### src/rtl/irl_pkg.sv
package irl_pkg;
  localparam int IRL_W = 4;
  localparam logic [IRL_W-1:0] IDLE_CODE = '1;

  // Active-low code to priority level
  function automatic logic [IRL_W-1:0] code_to_level(input logic [IRL_W-1:0] code);
    return ~code;
  endfunction

  // Saturating increment of a run counter
  function automatic int unsigned sat_inc(input int unsigned v, input int unsigned lim);
    return (v >= lim) ? lim : v + 1;
  endfunction
endpackage

### src/rtl/irl_sync.sv
module irl_sync #(
  parameter int W      = 4,
  parameter int STAGES = 2,
  parameter logic [W-1:0] RST_VAL = '1
) (
  input  logic         clk,
  input  logic         rst,
  input  logic [W-1:0] d,
  output logic [W-1:0] q
);
  logic [W-1:0] stg [STAGES];

  always_ff @(posedge clk) begin
    if (rst) stg[0] <= RST_VAL;
    else     stg[0] <= d;
  end

  for (genvar i = 1; i < STAGES; i++) begin : g_stage
    always_ff @(posedge clk) begin
      if (rst) stg[i] <= RST_VAL;
      else     stg[i] <= stg[i-1];
    end
  end

  assign q = stg[STAGES-1];
endmodule

### src/rtl/irl_glitch_filter.sv
module irl_glitch_filter #(
  parameter int W      = 4,
  parameter int STABLE = 2
) (
  input  logic         clk,
  input  logic         rst,
  input  logic [W-1:0] samp,
  output logic [W-1:0] filt
);
  localparam int CNT_W = $clog2(STABLE + 1);
  localparam logic [CNT_W-1:0] CNT_MAX  = CNT_W'(STABLE);
  localparam logic [CNT_W-1:0] CNT_NEED = CNT_W'(STABLE - 2);

  logic [W-1:0]     prev_samp;
  logic [CNT_W-1:0] run_cnt;
  logic             same;
  logic             accept;

  assign same   = (samp == prev_samp);
  assign accept = same && (run_cnt >= CNT_NEED);

  always_ff @(posedge clk) begin
    if (rst) begin
      prev_samp <= '1;
      run_cnt   <= CNT_MAX;
      filt      <= '1;
    end else begin
      prev_samp <= samp;
      if (same) run_cnt <= CNT_W'(irl_pkg::sat_inc(int'(run_cnt), STABLE));
      else      run_cnt <= '0;
      if (accept) filt <= samp;
    end
  end
endmodule

### src/rtl/irl_ack_gate.sv
module irl_ack_gate #(
  parameter int W = 4
) (
  input  logic         clk,
  input  logic         rst,
  input  logic [W-1:0] filt_code,
  input  logic         ack,
  output logic [W-1:0] req_level,
  output logic         req_valid,
  output logic         ack_taken
);
  logic [W-1:0] level;
  logic [W-1:0] blk_code;
  logic         blocked;
  logic         suppressed;

  assign level      = irl_pkg::code_to_level(filt_code);
  assign suppressed = blocked && (filt_code == blk_code);
  assign req_valid  = (level != '0) && !suppressed;
  assign req_level  = req_valid ? level : '0;
  assign ack_taken  = ack && req_valid;

  always_ff @(posedge clk) begin
    if (rst) begin
      blocked  <= 1'b0;
      blk_code <= '1;
    end else if (ack_taken) begin
      blocked  <= 1'b1;
      blk_code <= filt_code;
    end else if (filt_code != blk_code) begin
      blocked  <= 1'b0;
    end
  end
endmodule

### src/rtl/irl_fetch_strobe.sv
module irl_fetch_strobe (
  input  logic clk,
  input  logic rst,
  input  logic fetch,
  output logic pulse
);
  logic fetch_d;

  always_ff @(posedge clk) begin
    if (rst) begin
      fetch_d <= 1'b0;
      pulse   <= 1'b0;
    end else begin
      fetch_d <= fetch;
      pulse   <= fetch && !fetch_d;
    end
  end
endmodule

### src/rtl/irl_level_filter.sv
module irl_level_filter #(
  parameter int SYNC_STAGES    = 2,
  parameter int STABLE_SAMPLES = 2
) (
  input  logic                      clk,
  input  logic                      rst,
  input  logic [irl_pkg::IRL_W-1:0] irl_pins_n,
  input  logic                      ack,
  input  logic                      vec_fetch,
  output logic [irl_pkg::IRL_W-1:0] req_level,
  output logic                      req_valid,
  output logic                      vec_clr
);
  localparam int W = irl_pkg::IRL_W;

  logic [W-1:0] sync_q;
  logic [W-1:0] filt_code;
  logic         ack_taken;

  irl_sync #(.W(W), .STAGES(SYNC_STAGES), .RST_VAL(irl_pkg::IDLE_CODE)) u_sync (
    .clk(clk), .rst(rst), .d(irl_pins_n), .q(sync_q)
  );

  irl_glitch_filter #(.W(W), .STABLE(STABLE_SAMPLES)) u_filt (
    .clk(clk), .rst(rst), .samp(sync_q), .filt(filt_code)
  );

  irl_ack_gate #(.W(W)) u_gate (
    .clk(clk), .rst(rst), .filt_code(filt_code), .ack(ack),
    .req_level(req_level), .req_valid(req_valid), .ack_taken(ack_taken)
  );

  irl_fetch_strobe u_strobe (
    .clk(clk), .rst(rst), .fetch(vec_fetch), .pulse(vec_clr)
  );
endmodule

### config.mk
export PLATFORM = sky130hd
export DESIGN_NAME = irl_level_filter
export DESIGN_NICKNAME = d
export VERILOG_FILES = /design/src/rtl/irl_pkg.sv /design/src/rtl/irl_sync.sv /design/src/rtl/irl_glitch_filter.sv /design/src/rtl/irl_ack_gate.sv /design/src/rtl/irl_fetch_strobe.sv /design/src/rtl/irl_level_filter.sv
export SDC_FILE = /design/constraint.sdc
export NUM_CORES = 1
export LEC_CHECK = 0
export ABC_CLOCK_PERIOD_IN_PS = 2600
export BUFFER_PORTS_ARGS = -buffer_cell sky130_fd_sc_hd__buf_2
export CAP_MARGIN = 20
export CORE_MARGIN = 2
export CORE_UTILIZATION = 55
export DETAILED_ROUTE_END_ITERATION = 10
export GPL_TIMING_DRIVEN = 0
export PLACE_DENSITY = 0.8
export SLEW_MARGIN = 30
export SYNTH_ARGS = -nofsm -noshare
export SYNTH_HDL_FRONTEND = slang
export SYNTH_SLANG_ARGS = --single-unit
export TNS_END_PERCENT = 30
### constraint.sdc
create_clock -name clk -period 2.6 [get_ports clk]
set_input_delay 0.26 -clock clk [delete_from_list [all_inputs] [get_ports clk]]
set_output_delay 0.26 -clock clk [all_outputs]
set_load 0.01 [all_outputs]
==> results_dict.tcl, run 1 <==
set metrics [dict create \
    status "finished clean" \
    setup_viol 0 \
    layout_min_cycle_time_ns 1.94 \
    clock_path_buffers 2 \
    period_share 0.747 \
    relSlewSlack 0.701 \
    routed_wirelength_um 1330 \
    rsz0062_at_grt "no" \
    layout_commonest_cell "dfxtp_1" \
    final_cell_mix "dfxtp_1 (23), or2_2 (13), buf_2 (13)" \
    final_cells 114 \
    numPortBuffers 13 \
    reg2reg_from "u_sync.stg[1][1]" \
    core_mm2 0.00149 \
    htree_levels 1 \
    diodes 0 \
    design.die.area_mm2 0.00192 \
    synth_area_um2 873 \
    r2r_slack_ns 1.12 \
    place_hpwl_um 1060 \
    cts.sinks 23 \
    synth_ff_type "dfxtp_1" \
    critical_path_arrival_ns 1.68 \
    hold_path.class "in2reg" \
    hold_start "irl_pins_n[3]" \
    place_inst 110 \
    fmax_ghz 0.515 \
    avgViaCountPerCell 4.98 \
    cts-root-buf "clkbuf_4" \
    nets 107 \
    preCtsSetupSlack_ns 0.980 \
    required_ns 2.34 \
    drc 0 \
    syn_nets 89 \
    synth-seq-cells 23 \
    synth_cell_types 20 \
    path_clk_slew_ns 0.11 \
    grt_overflow 0 \
    yosys_warnings 0 \
    maxSlewViolCount 0 \
    hold_buffers 0 \
    worst_slack_ns 0.658 \
    grt_pass1_wl_um 2490 \
    cts_resized 0 \
    whs_endpoint "u_sync.stg[0][3]" \
    tightest_slew_ns 0.445 \
    async_flop_share 0 \
    maxCapViolCount 0 \
    rows 14 \
    synth_edf_count 0 \
    die_x_um 43.9 \
    hold_viol_final 0 \
    antenna_found_initial 0 \
    critPathKind "reg2out" \
    drive_above_1_share 0.367 \
    yosysSeqAreaShare 0.527 \
    avgRoutedWirePerCell_um 11.7 \
    dr_total_vias 568 \
    drt-initial-drc-count 2 \
    fin_tns_setup_ns 0 \
    detail-route-antenna-nets 0 \
    p_leak_nw 0.401 \
    netlist_instances 81 \
    crit_fanout 7 \
    rr_endpoint "u_filt.filt[0]" \
    grt_max_degree 13 \
    worstSkewPairLatency_ns 0.30 \
    fin_skew_ns 0.00306 \
    post_cts_buffers 0 \
    holdWs_ns 0.127 \
    grt_pass1_vias 583 \
    dr.pass1.iters 3 \
    cts_tree "built" \
    syn_area_per_cell_um2 10.8 \
    area_delta_synth_final_pct 12.8 \
    io_pins 14 \
    min_path_cells 2 \
    cts_buffers 3 \
    p_per_area_mw_per_mm2 680 \
    gp_congestion 0.716 \
    r2r_cells 4 \
    grt_use_total 0.187 \
    peakVddDrop_v 0.000440 \
    initial_core_util 0.587 \
    die_h_um 43.9 \
    cp-start-kind "register" \
    end_kind "output pin" \
]
stage by stage:
stage                     instance area [um^2]  total power, mW   util
final                                      985            0.670  0.661
after global routing                       985            0.716  0.661
after CTS                                  985            0.678  0.661
after detailed placement                   958            0.524  0.644
after global placement                     958            0.516  0.644
after floorplan                            873            0.488      -
metal layers:
layer  part of all wire  global-route usage
met1               0.40               0.205
met2               0.52               0.312
met3              0.058              0.0625
met4              0.025               0.109
met5                  0                   0
cell type report:
type,count,area (um^2)
clock buffers,4,26.3
fillers,132,504
repair buffers,13,65.1
well taps,16,20.0
plain buffers,3,18.8
flip-flops and latches,23,460
multi-input cells,55,394
flip-flops by register name (all words and copies together) (netlist names):
name              flops
u_gate.blocked        1
u_filt.filt           4
u_filt.prev_samp      4
u_strobe.pulse        1
u_gate.blk_code       4
u_sync.stg            8
u_strobe.fetch_d      1
kinds of logic after synthesis:
family                    count (synthesis)  synth area share
and+or+nand+nor                          37             0.259
muxes                                     3            0.0344
buffers and inverters                     3            0.0215
AOI/OAI and AO/OA                         7            0.0774
DFF                                      23             0.527
xor gates and xnor gates                  8            0.0802
synthesized netlist by cell type, types with 2 or more instances:
cell	count	area share
or2_2	13	0.093
clkbuf_1	2	0.0086
mux2i_1	3	0.034
nor2b_1	6	0.043
nor2_1	11	0.047
xnor2_1	2	0.020
a211o_1	4	0.040
dfxtp_1	23	0.53
xor2_1	6	0.060
worst max-delay path, cell delays in order (launching register included):
cell	delay [ns]
dfxtp_1	0.37
xor2_1	0.16
nor2_1	0.19
and3_4	0.21
buf_6	0.11
and2b_2	0.21
buf_2	0.13
report_power, final:
group | internal, mW | switching, mW
sequential | 0.375 | 0.0169
clock | 0.0599 | 0.0962
combinational | 0.0642 | 0.0578
worst max-delay path by stage:
| stage | slack (ns) | end | from | cells after the start |
|---|---|---|---|---|
| after global placement | 1.00 | req_valid | u_filt.filt[2] | 6 |
| after detailed placement | 0.98 | req_valid | u_filt.filt[2] | 6 |
| after CTS | 0.63 | req_valid | u_filt.filt[2] | 6 |
| after floorplan | 1.20 | req_valid | u_filt.filt[0] | 5 |
| after global routing | 0.50 | req_valid | u_filt.filt[2] | 6 |
| final | 0.66 | req_valid | u_filt.filt[2] | 6 |
Note: power is estimated with default switching activity, not from simulation.
==> run 2: changes to the inputs <==
- ABC_AREA: not set -> 1
- ABC_CLOCK_PERIOD_IN_PS: 2600 -> 1900
- CORE_UTILIZATION: 55 -> 52
- PLACE_DENSITY: 0.8 -> 0.76
- clock period: 2.6 -> 1.9 ns (I/O delays scaled with it)
==> run 2 against run 1 <==
Die area up 5.8%. Non-clock buffer count down 2. Core utilization shrank 1.9 points. Critical endpoint is now req_level[2]. Largest cell class unchanged. Highest routed layer unchanged.
==> results_dict.tcl, run 2 <==
set metrics [dict create \
    status "finished clean" \
    io_pins 14 \
    crit_fanout 9 \
    p_leak_nw 0.517 \
    grt_overflow 0 \
    multi_input_area_um2 365 \
    required_ns 1.71 \
    reg2reg_from "u_filt.filt[0]" \
    synth.top_cell.area_share 0.524 \
    min_path_cells 2 \
    diodes 0 \
    relSlewSlack 0.780 \
    maxSlewViolCount 0 \
    cts_tree "built" \
    die_x_um 45.1 \
    layout_commonest_cell "nand2_1" \
    hold_start "irl_pins_n[0]" \
    htree_levels 1 \
    area_delta_synth_final_pct 12.7 \
    avgViaCountPerCell 4.90 \
    postLayoutCellArea_um2 990 \
    cts_buffers 3 \
    detail-route-antenna-nets 0 \
    final_cell_mix "nand2_1 (24), dfxtp_1 (23), buf_2 (13)" \
    wl_met1_um 605 \
    async_flop_share 0 \
    numPortBuffers 13 \
    hold_viol_final 0 \
    drive_above_1_share 0.275 \
    clock_path_buffers 2 \
    netlist_instances 103 \
    largest_reg_flops 8 \
    synth_area_um2 878 \
    cts-root-buf "clkbuf_4" \
    dr_total_vias 667 \
    cp-start-kind "register" \
    whs_endpoint "u_sync.stg[0][0]" \
    critical_path_arrival_ns 1.56 \
    grt_use_total 0.167 \
    routed_wirelength_um 1420 \
    synth_edf_count 0 \
    syn_nets 111 \
    fillers 143 \
    yosys_warnings 0 \
    fmax_ghz 0.570 \
    r2r_slack_ns 0.63 \
    synth_cell_types 19 \
    yosysSeqAreaShare 0.524 \
    grt_max_degree 13 \
    synth-seq-cells 23 \
    initial_core_util 0.570 \
    design.die.area_mm2 0.00203 \
    route.met2.wl_um 760 \
    rsz0062_at_grt "no" \
    syn_area_per_cell_um2 8.53 \
    antenna_found_initial 0 \
    ff_latch_area_um2 460 \
    r2r_cells 9 \
    tightest_slew_ns 0.329 \
    p_per_area_mw_per_mm2 969 \
    fin_skew_ns 0.00292 \
    dr.pass1.iters 4 \
    peakVddDrop_v 0.000660 \
    dpl-instance-area_um2 963 \
    gp_congestion 0.767 \
    layout_min_cycle_time_ns 1.75 \
    synth_ff_type "dfxtp_1" \
    grt_pass1_wl_um 2370 \
    period_share 0.923 \
    end_kind "output pin" \
    highest_layer "met4" \
    drc 0 \
    setup_viol 0 \
    post_cts_buffers 0 \
    path_clk_slew_ns 0.11 \
    hold_path.class "in2reg" \
    synth_area_leaders "dfxtp_1 (52%), nand2_1 (10%), or2_2 (7.8%)" \
    met3_length_um 40 \
    worstSkewPairLatency_ns 0.30 \
    synth_top_cells_by_count "nand2_1 (24), dfxtp_1 (23), inv_1 (11), or2_2 (11), nand3_1 (7)" \
    avgRoutedWirePerCell_um 10.4 \
    grt_pass1_vias 600 \
    cts.sinks 23 \
    largest_register "u_sync.stg" \
    die_h_um 45.1 \
    drt-initial-drc-count 8 \
    nets 129 \
    rows 14 \
    fin_util 0.642 \
    yosysMostFrequentCell "nand2_1" \
    yosysTopAreaCell "dfxtp_1" \
    cts_resized 0 \
    hold_buffers 0 \
    core_mm2 0.00154 \
    maxCapViolCount 0 \
    critPathKind "reg2out" \
    rr_endpoint "u_gate.blocked" \
    fin_tns_setup_ns 0 \
    place_hpwl_um 1090 \
]
[run 2: where the power goes]
group          internal, mW  leakage (nW)  switching [mW]
combinational        0.0787         0.311           0.117
sequential            0.520         0.190          0.0303
clock                0.0817        0.0150           0.131
[run 2: per-stage QoR]
| stage | hold slack, ns | worst slack [ns] | cells | power, mW |
|---|---|---|---|---|
| 6_report | 0.0638 | 0.146 | 136 | 0.959 |
| 5_1_grt | 0.0582 | 0.0378 | 136 | 1.02 |
| 4_1_cts | 0.0494 | 0.122 | 136 | 0.973 |
| 3_5_place_dp | 0.374 | 0.475 | 132 | 0.760 |
| 3_3_place_gp | 0.374 | 0.526 | 132 | 0.749 |
| 2_1_floorplan | 0.294 | 0.753 | 103 | 0.704 |
[run 2: worst max-delay path by stage]
| stage | slack, ns | startpoint | depth (start not counted) | end |
|---|---|---|---|---|
| floorplan | 0.75 | u_filt.filt[1] | 7 | req_valid |
| global placement | 0.53 | u_filt.filt[0] | 8 | req_level[1] |
| detailed placement | 0.48 | u_filt.filt[0] | 8 | req_level[2] |
| CTS | 0.12 | u_filt.filt[0] | 8 | req_level[2] |
| global route | 0.04 | u_filt.filt[1] | 8 | req_level[2] |
| finish | 0.15 | u_filt.filt[0] | 8 | req_level[2] |
[run 2: critical path: stages, from the launching register on]
cell	delay, ns
dfxtp_1	0.45
inv_1	0.08
nand2_1	0.08
nand2_2	0.06
nor2_4	0.12
nand3_4	0.13
nand2_1	0.15
nor2_1	0.06
buf_2	0.14
[run 2: final cells by class]
cell class | count | share of cell area
sequential | 23 | 0.465
multi-input combinational | 66 | 0.369
timing repair buffer | 13 | 0.0657
inverter | 13 | 0.0493
clock buffer | 4 | 0.0265
tap | 16 | 0.0202
buffer | 1 | 0.00379
[run 2: kinds of logic (layout without fill, tap and decap cells)]
kind of cell / after synthesis / count (layout) / share of synthesized area
buffers and inverters: 14 / 31 / 0.0598
XOR/XNOR: 5 / 5 / 0.0499
AO/OA/AOI/OAI: 2 / 2 / 0.0114
AND/OR/NAND/NOR: 59 / 59 / 0.355
flip-flops: 23 / 23 / 0.524
[run 2: per-layer routing]
metal  global-route usage  vias up
met1                0.190      296
li1                     -      355
met5                    0        -
met3               0.0240        2
met2                0.289       14
met4                0.106        0
